<file path="config.mk">
export PLATFORM = sky130hd
export DESIGN_NAME = irq_steer_top
export DESIGN_NICKNAME = d
export VERILOG_FILES = /design/src/rtl/irq_steer_pkg.sv /design/src/rtl/irq_cfg_regs.sv /design/src/rtl/irq_src_cond.sv /design/src/rtl/irq_route_xbar.sv /design/src/rtl/irq_steer_top.sv
export SDC_FILE = /design/constraint.sdc
export NUM_CORES = 1
export LEC_CHECK = 0
export BUFFER_PORTS_ARGS = -buffer_cell sky130_fd_sc_hd__clkbuf_2
export CORE_MARGIN = 10
export CORE_UTILIZATION = 35
export CTS_CLUSTER_SIZE = 24
export DETAILED_ROUTE_END_ITERATION = 8
export PLACE_DENSITY_LB_ADDON = 0.05
export SETUP_SLACK_MARGIN = 0.4
export SLEW_MARGIN = 20
export SYNTH_ARGS = -nofsm -noshare
export SYNTH_HDL_FRONTEND = slang
export SYNTH_SLANG_ARGS = --single-unit
</file>
<file path="constraint.sdc">
create_clock -name clk -period 1.9 [get_ports clk]
set_clock_uncertainty 0.05 [all_clocks]
set_input_delay 0.38 -clock clk [delete_from_list [all_inputs] [get_ports clk]]
set_output_delay 0.38 -clock clk [all_outputs]
set_load 0.005 [all_outputs]
</file>
<file path="src/rtl/irq_steer_pkg.sv">
package irq_steer_pkg;

  localparam int PCI_N   = 4;
  localparam int EXT_N   = 3;
  localparam int SRC_N   = PCI_N + EXT_N;
  localparam int CODE_W  = 4;
  localparam int LINE_N  = 1 << CODE_W;
  localparam int BYTE_W  = 8;

  // configuration offsets
  localparam logic [7:0] OFS_RSVD  = 8'h50;
  localparam logic [7:0] OFS_POL   = 8'h54;
  localparam logic [7:0] OFS_RT_DX = 8'h55;
  localparam logic [7:0] OFS_RT_AB = 8'h56;
  localparam logic [7:0] OFS_RT_CX = 8'h57;
  localparam logic [7:0] OFS_RT_X2 = 8'h58;
  localparam logic [7:0] OFS_PINFN = 8'h59;
  localparam logic [7:0] RSVD_RST  = 8'h04;

  // source numbering
  localparam int SRC_A  = 0;
  localparam int SRC_B  = 1;
  localparam int SRC_C  = 2;
  localparam int SRC_D  = 3;
  localparam int SRC_X0 = 4;
  localparam int SRC_X1 = 5;
  localparam int SRC_X2 = 6;

  typedef logic [CODE_W-1:0] route_code_t;

  typedef struct packed {
    logic [SRC_N-1:0][CODE_W-1:0] route;
    logic [PCI_N-1:0]             pol_inv;
    logic [EXT_N-1:0]             alt_sel;
    logic                         susp_oe;
  } steer_cfg_t;

  // a code drives a line only if it is non-zero and not one of the holes
  function automatic logic code_drives(input route_code_t c);
    return (c != 4'd0) && (c != 4'd2) && (c != 4'd8) && (c != 4'd13);
  endfunction

endpackage

</file>
<file path="src/rtl/irq_cfg_regs.sv">
module irq_cfg_regs
  import irq_steer_pkg::*;
#(
  parameter int ADDR_W = 8,
  parameter int DATA_W = BYTE_W
) (
  input  logic              clk,
  input  logic              rst,
  input  logic [ADDR_W-1:0] addr,
  input  logic              wr,
  input  logic [DATA_W-1:0] wdata,
  output logic [DATA_W-1:0] rdata,
  output steer_cfg_t        cfg
);

  localparam int NIB = DATA_W / 2;

  steer_cfg_t         cfg_q;
  logic [DATA_W-1:0]  rd_mux;

  always_ff @(posedge clk) begin
    if (rst) begin
      cfg_q <= '0;
    end else if (wr) begin
      unique case (8'(addr))
        OFS_POL: begin
          for (int i = 0; i < PCI_N; i++) cfg_q.pol_inv[i] <= wdata[PCI_N-1-i];
        end
        OFS_RT_DX: begin
          cfg_q.route[SRC_D]  <= wdata[DATA_W-1:NIB];
          cfg_q.route[SRC_X0] <= wdata[NIB-1:0];
        end
        OFS_RT_AB: begin
          cfg_q.route[SRC_A]  <= wdata[DATA_W-1:NIB];
          cfg_q.route[SRC_B]  <= wdata[NIB-1:0];
        end
        OFS_RT_CX: begin
          cfg_q.route[SRC_C]  <= wdata[DATA_W-1:NIB];
          cfg_q.route[SRC_X1] <= wdata[NIB-1:0];
        end
        OFS_RT_X2: begin
          cfg_q.route[SRC_X2] <= wdata[NIB-1:0];
        end
        OFS_PINFN: begin
          cfg_q.alt_sel <= wdata[EXT_N-1:0];
          cfg_q.susp_oe <= wdata[EXT_N];
        end
        default: ;
      endcase
    end
  end

  always_comb begin
    rd_mux = '0;
    unique case (8'(addr))
      OFS_RSVD:  rd_mux = DATA_W'(RSVD_RST);
      OFS_POL: begin
        for (int i = 0; i < PCI_N; i++) rd_mux[PCI_N-1-i] = cfg_q.pol_inv[i];
      end
      OFS_RT_DX: rd_mux = {cfg_q.route[SRC_D], cfg_q.route[SRC_X0]};
      OFS_RT_AB: rd_mux = {cfg_q.route[SRC_A], cfg_q.route[SRC_B]};
      OFS_RT_CX: rd_mux = {cfg_q.route[SRC_C], cfg_q.route[SRC_X1]};
      OFS_RT_X2: rd_mux = {{NIB{1'b0}}, cfg_q.route[SRC_X2]};
      OFS_PINFN: rd_mux = {{(DATA_W-EXT_N-1){1'b0}}, cfg_q.susp_oe, cfg_q.alt_sel};
      default:   rd_mux = '0;
    endcase
  end

  always_ff @(posedge clk) begin
    if (rst) rdata <= '0;
    else     rdata <= rd_mux;
  end

  assign cfg = cfg_q;

endmodule

</file>
<file path="src/rtl/irq_src_cond.sv">
module irq_src_cond #(
  parameter int SYNC_STAGES = 2,
  parameter bit ACTIVE_LOW  = 1'b1
) (
  input  logic clk,
  input  logic rst,
  input  logic pin,
  input  logic invert,
  input  logic enable,
  output logic req
);

  logic [SYNC_STAGES-1:0] sync_q;
  logic                   active;

  always_ff @(posedge clk) begin
    if (rst) sync_q <= {SYNC_STAGES{ACTIVE_LOW}};
    else     sync_q <= {sync_q[SYNC_STAGES-2:0], pin};
  end

  generate
    if (ACTIVE_LOW) begin : g_low
      assign active = ~sync_q[SYNC_STAGES-1];
    end else begin : g_high
      assign active = sync_q[SYNC_STAGES-1];
    end
  endgenerate

  assign req = enable & (active ^ invert);

endmodule

</file>
<file path="src/rtl/irq_route_xbar.sv">
module irq_route_xbar
  import irq_steer_pkg::*;
(
  input  logic                         clk,
  input  logic                         rst,
  input  logic [SRC_N-1:0]             req,
  input  logic [SRC_N-1:0][CODE_W-1:0] route,
  output logic [LINE_N-1:0]            irq
);

  logic [LINE_N-1:0] irq_nxt;

  generate
    for (genvar k = 0; k < LINE_N; k++) begin : g_line
      logic [SRC_N-1:0] hit;
      for (genvar s = 0; s < SRC_N; s++) begin : g_src
        assign hit[s] = req[s] && (route[s] == CODE_W'(k)) && code_drives(CODE_W'(k));
      end
      assign irq_nxt[k] = |hit;
    end
  endgenerate

  always_ff @(posedge clk) begin
    if (rst) irq <= '0;
    else     irq <= irq_nxt;
  end

endmodule

</file>
<file path="src/rtl/irq_steer_top.sv">
module irq_steer_top
  import irq_steer_pkg::*;
#(
  parameter int SYNC_STAGES = 2,
  parameter int ADDR_W      = 8,
  parameter int DATA_W      = 8
) (
  input  logic              clk,
  input  logic              rst,
  input  logic [3:0]        pci_int_n,
  input  logic [2:0]        ext_irq,
  input  logic [ADDR_W-1:0] cfg_addr,
  input  logic              cfg_wr,
  input  logic [DATA_W-1:0] cfg_wdata,
  output logic [DATA_W-1:0] cfg_rdata,
  output logic [15:0]       irq_out,
  output logic [2:0]        alt_fn_sel,
  output logic              susp_stat_oe
);

  steer_cfg_t       cfg;
  logic [SRC_N-1:0] req;

  irq_cfg_regs #(.ADDR_W(ADDR_W), .DATA_W(DATA_W)) u_regs (
    .clk   (clk),
    .rst   (rst),
    .addr  (cfg_addr),
    .wr    (cfg_wr),
    .wdata (cfg_wdata),
    .rdata (cfg_rdata),
    .cfg   (cfg)
  );

  generate
    for (genvar i = 0; i < PCI_N; i++) begin : g_pci
      irq_src_cond #(.SYNC_STAGES(SYNC_STAGES), .ACTIVE_LOW(1'b1)) u_cond (
        .clk    (clk),
        .rst    (rst),
        .pin    (pci_int_n[i]),
        .invert (cfg.pol_inv[i]),
        .enable (1'b1),
        .req    (req[i])
      );
    end
    for (genvar j = 0; j < EXT_N; j++) begin : g_ext
      irq_src_cond #(.SYNC_STAGES(SYNC_STAGES), .ACTIVE_LOW(1'b0)) u_cond (
        .clk    (clk),
        .rst    (rst),
        .pin    (ext_irq[j]),
        .invert (1'b0),
        .enable (~cfg.alt_sel[j]),
        .req    (req[PCI_N+j])
      );
    end
  endgenerate

  irq_route_xbar u_xbar (
    .clk   (clk),
    .rst   (rst),
    .req   (req),
    .route (cfg.route),
    .irq   (irq_out)
  );

  assign alt_fn_sel   = cfg.alt_sel;
  assign susp_stat_oe = cfg.susp_oe;

endmodule

</file>
==> summary.txt, run 1 <==
Run status
  – Status: complete, no violations

Worst hold path
  – Worst Hold Class: in2reg

Floorplanning
  – # rows: 36
  – Die H: 120 µm
  – Ports: 54
  – Starting Density: 35.9%
  – Horizontal die dimension: 120 µm
  – Die area: 14,400 µm²
  – Area of the core: 9770 µm²

Timing
  – Endpoints failing setup: 0
  – Setup TNS: 0 ns
  – Hold Vio Cnt, Final: 0
  – Fmax: 655 MHz
  – Crit share post-route: 80.4%
  – Tmin final: 1.53 ns
  – Final Max Slew Viols: 0
  – Measured slew at the worst slew-check pin: 0.651 ns
  – Unrepaired setup endpoints after global routing: true
  – Rel. slew slack: 56.6%

Detailed routing
  – Drt first pass iters: 5
  – DR DRC count: 0
  – Vias per inst: 5.32
  – DR iter-0 viols: 197
  – Detailed Route WL: 11,200 µm
  – Wire length per cell: 19.0 µm
  – Post-route antenna net violation count: 0
  – DR vias: 3,144

Synth
  – Distinct cells, synth: 45
  – Area leader, netlist: dfxtp_1
  – Syn Inst Count: 387
  – Post-Synth XOR/XNOR Area: 0.998%
  – Most frequent cell after synthesis: dfxtp_1
  – Compound-Gate Fraction of Synth Area: 11.1%
  – Yosys reg bits: 70
  – Post-Synth Simple-Gate Area: 28.0%
  – Syn Area/Cell: 9.07 µm²
  – Synth Flop Type: dfxtp_1
  – Largest family of logic cells by synthesized area: simple AND/OR/NAND/NOR gates
  – Share of the synthesized area in the top cell type: 39.9%
  – Post-Syn Area: 3510 µm²
  – Synth area leaders: dfxtp_1 40%, mux2i_1 11%, nor2_1 7.3%, a31oi_1 3.0%, nand2b_1 2.5%
  – Register area share after synthesis: 39.9%
  – Post-Synth Adder-Cell Area: 0%
  – Number of flops mapped to enable cells by yosys: 0
  – Top cells by count, synth: 70 x dfxtp_1, 68 x nor2_1, 40 x mux2i_1, 17 x a31oi_1, 16 x nand2_1
  – Yosys warns: 0
  – Share of synthesized registers carrying an async set or reset: 0%
  – Mux contribution to synthesized area: 15.2%

CTS
  – Post-CTS Hold Buffers: 0
  – Max Root-Sink Buffers: 2
  – CTS root buffer: clkbuf_8
  – Clk Latency, worst-skew pair: 0.35 ns
  – Sink Count: 70
  – Clk pin slew, worst setup/hold paths: 0.08 ns
  – Htree depth: 3
  – Total CTS buffers: 9
  – CTS tree: done

Power and ir drop
  – Total design power: 0.00287 W
  – Maximum VDD drop: 0.336 mV
  – LEAKAGE: 1.56 nW
  – PD cells: 637 nW/µm²

Worst setup path
  – Critical path launch point: g_ext[2].u_cond.sync_q[1]$_SDFF_PP0_
  – Worst r2r path cells: 4
  – Crit-path max FO: 4
  – Critical Path End: u_xbar.irq[7]$_SDFF_PP0_
  – Worst path cell trace: or4bb_4, o22ai_2, a211oi_1, a31oi_1
  – CP Data Arrival Time: 1.73 ns
  – Crit Path Class: reg2reg
  – Reg2Reg Setup Slack: 0.37 ns
  – CP max stage cell: or4bb_4
  – Reg2reg end: u_xbar.irq[7]$_SDFF_PP0_
  – Crit-path max cell delay: 0.52 ns
  – CP startpoint kind: register
  – CP endpoint kind: register
  – CP required: 2.10 ns
  – RR Startpoint: g_ext[2].u_cond.sync_q[1]$_SDFF_PP0_

Place
  – Placer Congestion: 0.904
  – Hpwl dp: 8570 µm
  – Port Buf Inserts: 49
  – Area of placed instances: 4010 µm²
  – Post-Place Cells: 572

GRT
  – Initial antenna violation count: 0
  – First-pass GRT wire length: 18,000 µm
  – Largest net degree at the start of global routing: 27
  – Gr usage total: 16.0%
  – GRT overflow: 0
  – Vias in the first global route: 3,131

Final layout
  – Layout cells sized above 1: 34.1%
  – Area Growth Syn to Fin: 28.2%
  – Final nets: 479
  – Post-route insts no fill: 591
  – Design area: 4500 µm²
  – Antenna Cells: 0

Job
  – Max_cap viols: 0
-- how the worst min path moves through the flow --
| stage | to | slack, ns | depth (start not counted) | from |
|---|---|---|---|---|
| 6_report | g_pci[1].u_cond.sync_q[0]$_SDFF_PP1_ | 0.16 | 2 | pci_int_n[1] |
| 5_1_grt | g_pci[2].u_cond.sync_q[0]$_SDFF_PP1_ | 0.16 | 2 | pci_int_n[2] |
| 4_1_cts | g_pci[1].u_cond.sync_q[0]$_SDFF_PP1_ | 0.14 | 2 | pci_int_n[1] |
| 3_5_place_dp | g_pci[2].u_cond.sync_q[1]$_SDFF_PP1_ | 0.34 | 1 | g_pci[2].u_cond.sync_q[0]$_SDFF_PP1_ |
| 3_3_place_gp | g_pci[1].u_cond.sync_q[1]$_SDFF_PP1_ | 0.34 | 1 | g_pci[1].u_cond.sync_q[0]$_SDFF_PP1_ |
| 2_1_floorplan | g_pci[0].u_cond.sync_q[1]$_SDFF_PP1_ | 0.34 | 1 | g_pci[0].u_cond.sync_q[0]$_SDFF_PP1_ |
-- per-layer routing --
| metal | global-route usage [%] | vias up | wire length [µm] |
|---|---|---|---|
| li1 | - | 1531 | - |
| met2 | 23.3 | 119 | 4740 |
| met1 | 22.0 | 1481 | 5340 |
| met5 | 0 | - | 0 |
| met4 | 4.83 | 0 | 240 |
| met3 | 5.11 | 13 | 873 |
-- final cells by class --
type / instances / area, µm²
clock buffers: 11 / 141
clock inverters: 5 / 58.8
fillers: 1008 / 5280
inverters: 3 / 11.3
multi-input cells: 290 / 2190
flip-flops and latches: 70 / 1430
well taps: 133 / 166
repair buffers: 79 / 499
-- repair_timing --
item                       4_1_cts  5_1_grt
buffers inserted                 1        2
gates resized for setup         19       39
cloned                           0        0
hold endpoints to repair         0        0
pin swaps                        1        7
setup endpoints to repair       12       15
-- cell families after synthesis --
group,count (synthesis)
other,1
DFF,70
and+or+nand+nor,177
buffers and inverters,30
AOI/OAI and AO/OA,58
muxes,47
xor gates and xnor gates,4
-- power breakdown --
part	switching (W)	total, W	internal (W)
Combinational	0.0000938	0.000160	0.0000666
Sequential	0.0000108	0.00149	0.00147
Clock	0.000577	0.00122	0.000642
-- metrics by stage --
step	setup WS [ns]	hold slack, ns	utilization [%]
finish	0.372	0.159	46.0
global route	0.342	0.161	46.0
CTS	0.323	0.144	44.0
detailed placement	0.0914	0.344	41.0
global placement	0.107	0.343	41.0
floorplan	0.263	0.339	-
-- registers in the layout (all words and copies together), names as in the netlist --
signal,count
u_regs.cfg,36
u_xbar.irq,12
g_pci.u_cond.sync_q,8
u_regs.rdata,8
g_ext.u_cond.sync_q,6
-- layout by cell type, fill, tap and decap left out, types with 10 or more instances in the layout --
cell | synthesis | layout
a31oi_1 | 17 | 16
buf_4 | 10 | 27
clkbuf_2 | 0 | 49
clkbuf_8 | 0 | 10
dfxtp_1 | 70 | 55
dfxtp_2 | 0 | 10
mux2i_1 | 40 | 40
nand2_1 | 16 | 16
nand2b_1 | 14 | 14
nor2_1 | 68 | 68
nor2b_1 | 13 | 12
-- critical path, delay by kind of cell, from the launching register on --
family / cells / cell delay [ns]
AND/OR/NAND/NOR: 1 / 0.52
flip-flops: 1 / 0.38
AO/OA/AOI/OAI: 3 / 0.48
(Power assumes the default switching activity.)
==> inputs of run 2 (changes only) <==
- clock period: 1.9 -> 1.35 ns (I/O delays scaled with it)
==> summary.txt, run 2 (synthesis results as in run 1) <==
CTS
  – Max Root-Sink Buffers: 2 (unchanged)
  – Post-CTS Hold Buffers: 0 (unchanged)
  – Clk pin slew, worst setup/hold paths: 0.07 ns (about the same)
  – Htree depth: 3 (unchanged)
  – Clk Latency, worst-skew pair: 0.36 ns (about the same)
  – Sink Count: 70 (unchanged)
  – CTS tree: done
  – CTS root buffer: clkbuf_8
  – Total CTS buffers: 9 (unchanged)

Power and ir drop
  – Total design power: 0.00443 W (+55%)
  – Maximum VDD drop: 0.567 mV (+69%)
  – PD cells: 804 nW/µm² (+26%)
  – LEAKAGE: 1.96 nW (+26%)

GRT
  – GRT overflow: 0 (unchanged)
  – First-pass GRT wire length: 19,300 µm (+7.3%)
  – Gr busiest metal: met2
  – Largest net degree at the start of global routing: 28 (+3.7%)
  – Vias in the first global route: 3,515 (+12%)
  – Gr usage total: 16.9% (+0.89 points)
  – Met2 usage: 26.8% (+3.5 points)
  – Grt met1 use: 22.0% (about the same)
  – GRT met3 Usage: 4.45% (-0.66 points)
  – Initial antenna violation count: 0 (unchanged)

Floorplanning
  – Area of the core: 9770 µm² (unchanged)
  – Horizontal die dimension: 120 µm (unchanged)
  – Die H: 120 µm (unchanged)
  – Starting Density: 35.9% (unchanged)
  – Die area: 14,400 µm² (unchanged)
  – # rows: 36 (unchanged)
  – Ports: 54 (unchanged)

Worst setup path
  – Crit-path max FO: 4 (unchanged)
  – CP startpoint kind: register
  – CP Data Arrival Time: 1.68 ns (-0.05 ns)
  – CP endpoint kind: register
  – Crit Path Class: reg2reg
  – CP required: 1.57 ns (-0.53 ns)
  – Reg2Reg Setup Slack: -0.11 ns (-0.48 ns)

Timing
  – Slack of the critical path: -0.109 ns (-0.481 ns)
  – Fmax: 685 MHz (+4.7%)
  – Unrepaired setup endpoints after global routing: true
  – Tmin final: 1.46 ns (-0.0689 ns)
  – Hold slack: 0.0445 ns (-0.114 ns)
  – Endpoints failing setup: 11 (+11)
  – Final Max Slew Viols: 0 (unchanged)
  – Setup TNS: -0.749 ns (-0.749 ns)
  – Crit share post-route: 108% (+28 points)
  – Hold Vio Cnt, Final: 0 (unchanged)

Final layout
  – Layout cells sized above 1: 54.8% (+21 points)
  – Filler cells: 895 (-11%)
  – Area Growth Syn to Fin: 56.9%
  – Antenna Cells: 0 (unchanged)
  – Max reg flops: 36 (unchanged)
  – Final nets: 537 (+12%)
  – Highest-count cells in the layout ignoring fill and taps: 63 x buf_4, 61 x nor2_1, 34 x mux2i_1
  – Commonest non-fill, non-tap cell in the layout: buf_4
  – Post-route insts no fill: 649 (+9.8%)

Place
  – Placer Congestion: 0.874 (-3.3%)
  – Hpwl dp: 9000 µm (+5.1%)
  – Port Buf Inserts: 49 (unchanged)
  – Post-Place Cells: 618 (+8.0%)

Detailed routing
  – Drt first pass iters: 4 (-1)
  – Vias per inst: 5.30 (-0.36%)
  – Wire length per cell: 18.8 µm (-0.96%)
  – DR DRC count: 0 (unchanged)
  – Post-route antenna net violation count: 0 (unchanged)
  – Detailed Route WL: 12,200 µm (+8.8%)
  – DR iter-0 viols: 225 (+14%)
  – DR vias: 3,440 (+9.4%)

Run status
  – Failing checks: negative setup slack
  – Status: finished, violations left

Job
  – Max_cap viols: 0 (unchanged)

Worst hold path
  – Worst Hold Class: in2reg
==> run 2: path summary, 6_finish.rpt <==
check / cells past startpoint / end / startpoint
setup / recovery: 4 / u_xbar.irq[4]$_SDFF_PP0_ / u_regs.cfg[27]$_SDFFE_PP0P_
hold / removal: 2 / g_pci[2].u_cond.sync_q[0]$_SDFF_PP1_ / pci_int_n[2]
setup reg to reg: 4 / u_xbar.irq[4]$_SDFF_PP0_ / u_regs.cfg[27]$_SDFFE_PP0P_
hold reg to reg: 1 / g_pci[3].u_cond.sync_q[1]$_SDFF_PP1_ / g_pci[3].u_cond.sync_q[0]$_SDFF_PP1_
==> run 2: what timing repair did <==
action,4_1_cts,5_1_grt
gates resized for setup,92,66
pin swaps,33,28
endpoints found under the setup margin,80,80
setup buffers,11,4
==> run 2: metal layers <==
metal  vias to the layer above  routed length (µm)
met2                       119                5580
met5                         -                   0
met1                      1653                5610
li1                       1649                   -
met3                        19                 765
met4                         0                 232
==> run 2: report_power, final <==
group	total [W]	leakage (nW)	switching [W]	internal, W
Combinational	0.000305	1.26	0.000163	0.000143
Sequential	0.00208	0.585	0.0000134	0.00207
Clock	0.00204	0.111	0.000830	0.00121
==> run 2: layout make-up <==
| class | count | area (µm²) | share of cell area (%) |
|---|---|---|---|
| inverter | 3 | 11.3 | 0.204 |
| sequential | 70 | 1470 | 26.7 |
| tap | 133 | 166 | 3.02 |
| clock buffer | 9 | 124 | 2.25 |
| clock inverter | 7 | 113 | 2.04 |
| timing repair buffer | 137 | 1110 | 20.1 |
| multi-input combinational | 290 | 2510 | 45.7 |
==> run 2: per-stage QoR <==
step / area, µm² / utilization, % / setup slack (ns)
after global placement: 4510 / 46.1 / -0.298
after floorplan: 3740 / - / -0.177
after global routing: 5510 / 56.3 / -0.173
after CTS: 5220 / 53.4 / -0.101
final: 5510 / 56.3 / -0.109
after detailed placement: 4510 / 46.1 / -0.309
==> run 2: worst max-delay path, cell delays in order (launching register included) <==
cell and delay, ns:
dfxtp_2 0.33, or4bb_4 0.59, nor3_2 0.14, a211oi_1 0.06
a31oi_1 0.20
==> inputs of run 3 (changes only) <==
- clock period: 1.35 -> 1.3 ns (I/O delays scaled with it)
==> summary.txt, run 3 (synthesis results as in run 1) <==
Detailed routing
  – DR vias: 3,467 (+0.78%)
  – DR DRC count: 0 (unchanged)
  – DR iter-0 viols: 224 (-0.44%)
  – Detailed Route WL: 12,400 µm (+1.8%)
  – Post-route antenna net violation count: 0 (unchanged)
  – Vias per inst: 5.35 (+0.94%)
  – Wire length per cell: 19.1 µm (+2.0%)
  – Drt first pass iters: 5 (+1)

CTS
  – Max Root-Sink Buffers: 2 (unchanged)
  – Clk Latency, worst-skew pair: 0.35 ns (about the same)
  – Total CTS buffers: 9 (unchanged)
  – Clk pin slew, worst setup/hold paths: 0.07 ns (about the same)
  – Post-CTS Hold Buffers: 0 (unchanged)
  – Sink Count: 70 (unchanged)
  – CTS root buffer: clkbuf_8
  – Htree depth: 3 (unchanged)
  – CTS tree: done

Worst setup path
  – CP startpoint kind: register
  – Worst path cell trace: or4bb_4, o221a_4, a31oi_2
  – CP required: 1.52 ns (-0.05 ns)
  – CP bufs+invs: 0 (unchanged)
  – CP Data Arrival Time: 1.68 ns (about the same)
  – Critical path depth: 3 (-1)
  – CP endpoint kind: register
  – Crit-path max FO: 4 (unchanged)
  – Worst r2r path cells: 3 (-1)
  – CP max stage cell: or4bb_4
  – Crit Path Class: reg2reg
  – Crit-path max cell delay: 0.58 ns (about the same)
  – Top Family by Delay on Critical Path: simple AND/OR/NAND/NOR gates

Floorplanning
  – Starting Density: 35.9% (unchanged)
  – Area of the core: 9770 µm² (unchanged)
  – Die area: 14,400 µm² (unchanged)
  – # rows: 36 (unchanged)
  – Ports: 54 (unchanged)
  – Horizontal die dimension: 120 µm (unchanged)
  – Die H: 120 µm (unchanged)

Run status
  – Failing checks: negative setup slack
  – Status: finished, violations left

Final layout
  – Post-route insts no fill: 648 (-0.15%)
  – Commonest non-fill, non-tap cell in the layout: buf_4
  – Layout cells sized above 1: 54.2% (-0.67 points)
  – Max reg flops: 36 (unchanged)
  – Final nets: 536 (-0.19%)
  – Area Growth Syn to Fin: 55.8%
  – Highest-count cells in the layout ignoring fill and taps: 67 x buf_4, 62 x nor2_1, 37 x mux2i_1
  – Design area: 5470 µm² (-0.73%)
  – Antenna Cells: 0 (unchanged)

Timing
  – Final Max Slew Viols: 0 (unchanged)
  – Slack of the critical path: -0.153 ns (-0.0440 ns)
  – Hold slack: 0.0387 ns (-0.00572 ns)
  – Fmax: 688 MHz (+0.42%)
  – Tmin final: 1.45 ns (-0.00604 ns)
  – Hold Vio Cnt, Final: 0 (unchanged)
  – Unrepaired setup endpoints after global routing: true
  – Crit share post-route: 112% (+3.7 points)
  – Endpoints failing setup: 15 (+4)
  – Setup TNS: -1.09 ns (-0.338 ns)

Place
  – Area of placed instances: 4510 µm² (unchanged)
  – Hpwl dp: 9130 µm (+1.5%)
  – Placer Congestion: 0.883 (+1.0%)
  – Port Buf Inserts: 49 (unchanged)
  – Post-Place Cells: 618 (unchanged)

Job
  – Max_cap viols: 0 (unchanged)

Power and ir drop
  – Maximum VDD drop: 0.499 mV (-12%)
  – PD cells: 802 nW/µm² (-0.35%)
  – LEAKAGE: 1.95 nW (-0.15%)
  – Total design power: 0.00438 W (-1.1%)

GRT
  – Largest net degree at the start of global routing: 19 (-32%)
  – GRT overflow: 0 (unchanged)
  – Vias in the first global route: 3,390 (-3.6%)
  – Gr usage total: 16.7% (-0.23 points)
  – Initial antenna violation count: 0 (unchanged)
  – First-pass GRT wire length: 18,900 µm (-2.0%)

Worst hold path
  – Worst Hold Class: in2reg
  – Worst Hold Depth: 2 (unchanged)
==> run 3: layout make-up <==
| class | count | area, µm² |
|---|---|---|
| clock buffer | 9 | 124 |
| clock inverter | 7 | 87.6 |
| fill | 880 | 4310 |
| inverter | 3 | 11.3 |
| multi-input combinational | 290 | 2540 |
| sequential | 70 | 1470 |
| tap | 133 | 166 |
| timing repair buffer | 136 | 1070 |
==> run 3: stage by stage <==
| step | setup slack, ns | utilization (%) |
|---|---|---|
| 2_1_floorplan | -0.217 | - |
| 3_3_place_gp | -0.311 | 46.1 |
| 3_5_place_dp | -0.331 | 46.1 |
| 4_1_cts | -0.138 | 51.9 |
| 5_1_grt | -0.183 | 55.9 |
| 6_report | -0.153 | 55.9 |
==> run 3: per-layer routing <==
layer	global-route usage, %	wire [µm]
met5	0	0
met4	4.75	242
met3	4.41	944
met2	25.5	5660
met1	22.5	5560
==> run 3: path summary, 6_finish.rpt <==
kind	startpoint	end	slack [ns]
setup / recovery	u_regs.cfg[34]$_SDFFE_PP0P_	u_xbar.irq[5]$_SDFF_PP0_	-0.15
hold / removal	pci_int_n[0]	g_pci[0].u_cond.sync_q[0]$_SDFF_PP1_	0.04
setup reg to reg	u_regs.cfg[34]$_SDFFE_PP0P_	u_xbar.irq[5]$_SDFF_PP0_	-0.15
hold reg to reg	g_pci[2].u_cond.sync_q[0]$_SDFF_PP1_	g_pci[2].u_cond.sync_q[1]$_SDFF_PP1_	0.36
==> run 3: what timing repair did <==
| action | CTS | global route |
|---|---|---|
| resized for setup | 67 | 82 |
| setup buffers | 9 | 5 |
| pin swaps | 33 | 38 |
| setup endpoints to repair | 80 | 80 |
==> run 3: worst register-to-register path, stage by stage (launching register included) <==
cell and delay, ns:
dfxtp_2 0.33, or4bb_4 0.58, o221a_4 0.29, a31oi_2 0.14
==> run 3: power by group <==
part           total (W)  switching (W)  internal (W)
Sequential       0.00216      0.0000132       0.00215
Combinational   0.000318       0.000174      0.000144
Clock            0.00191       0.000839       0.00107
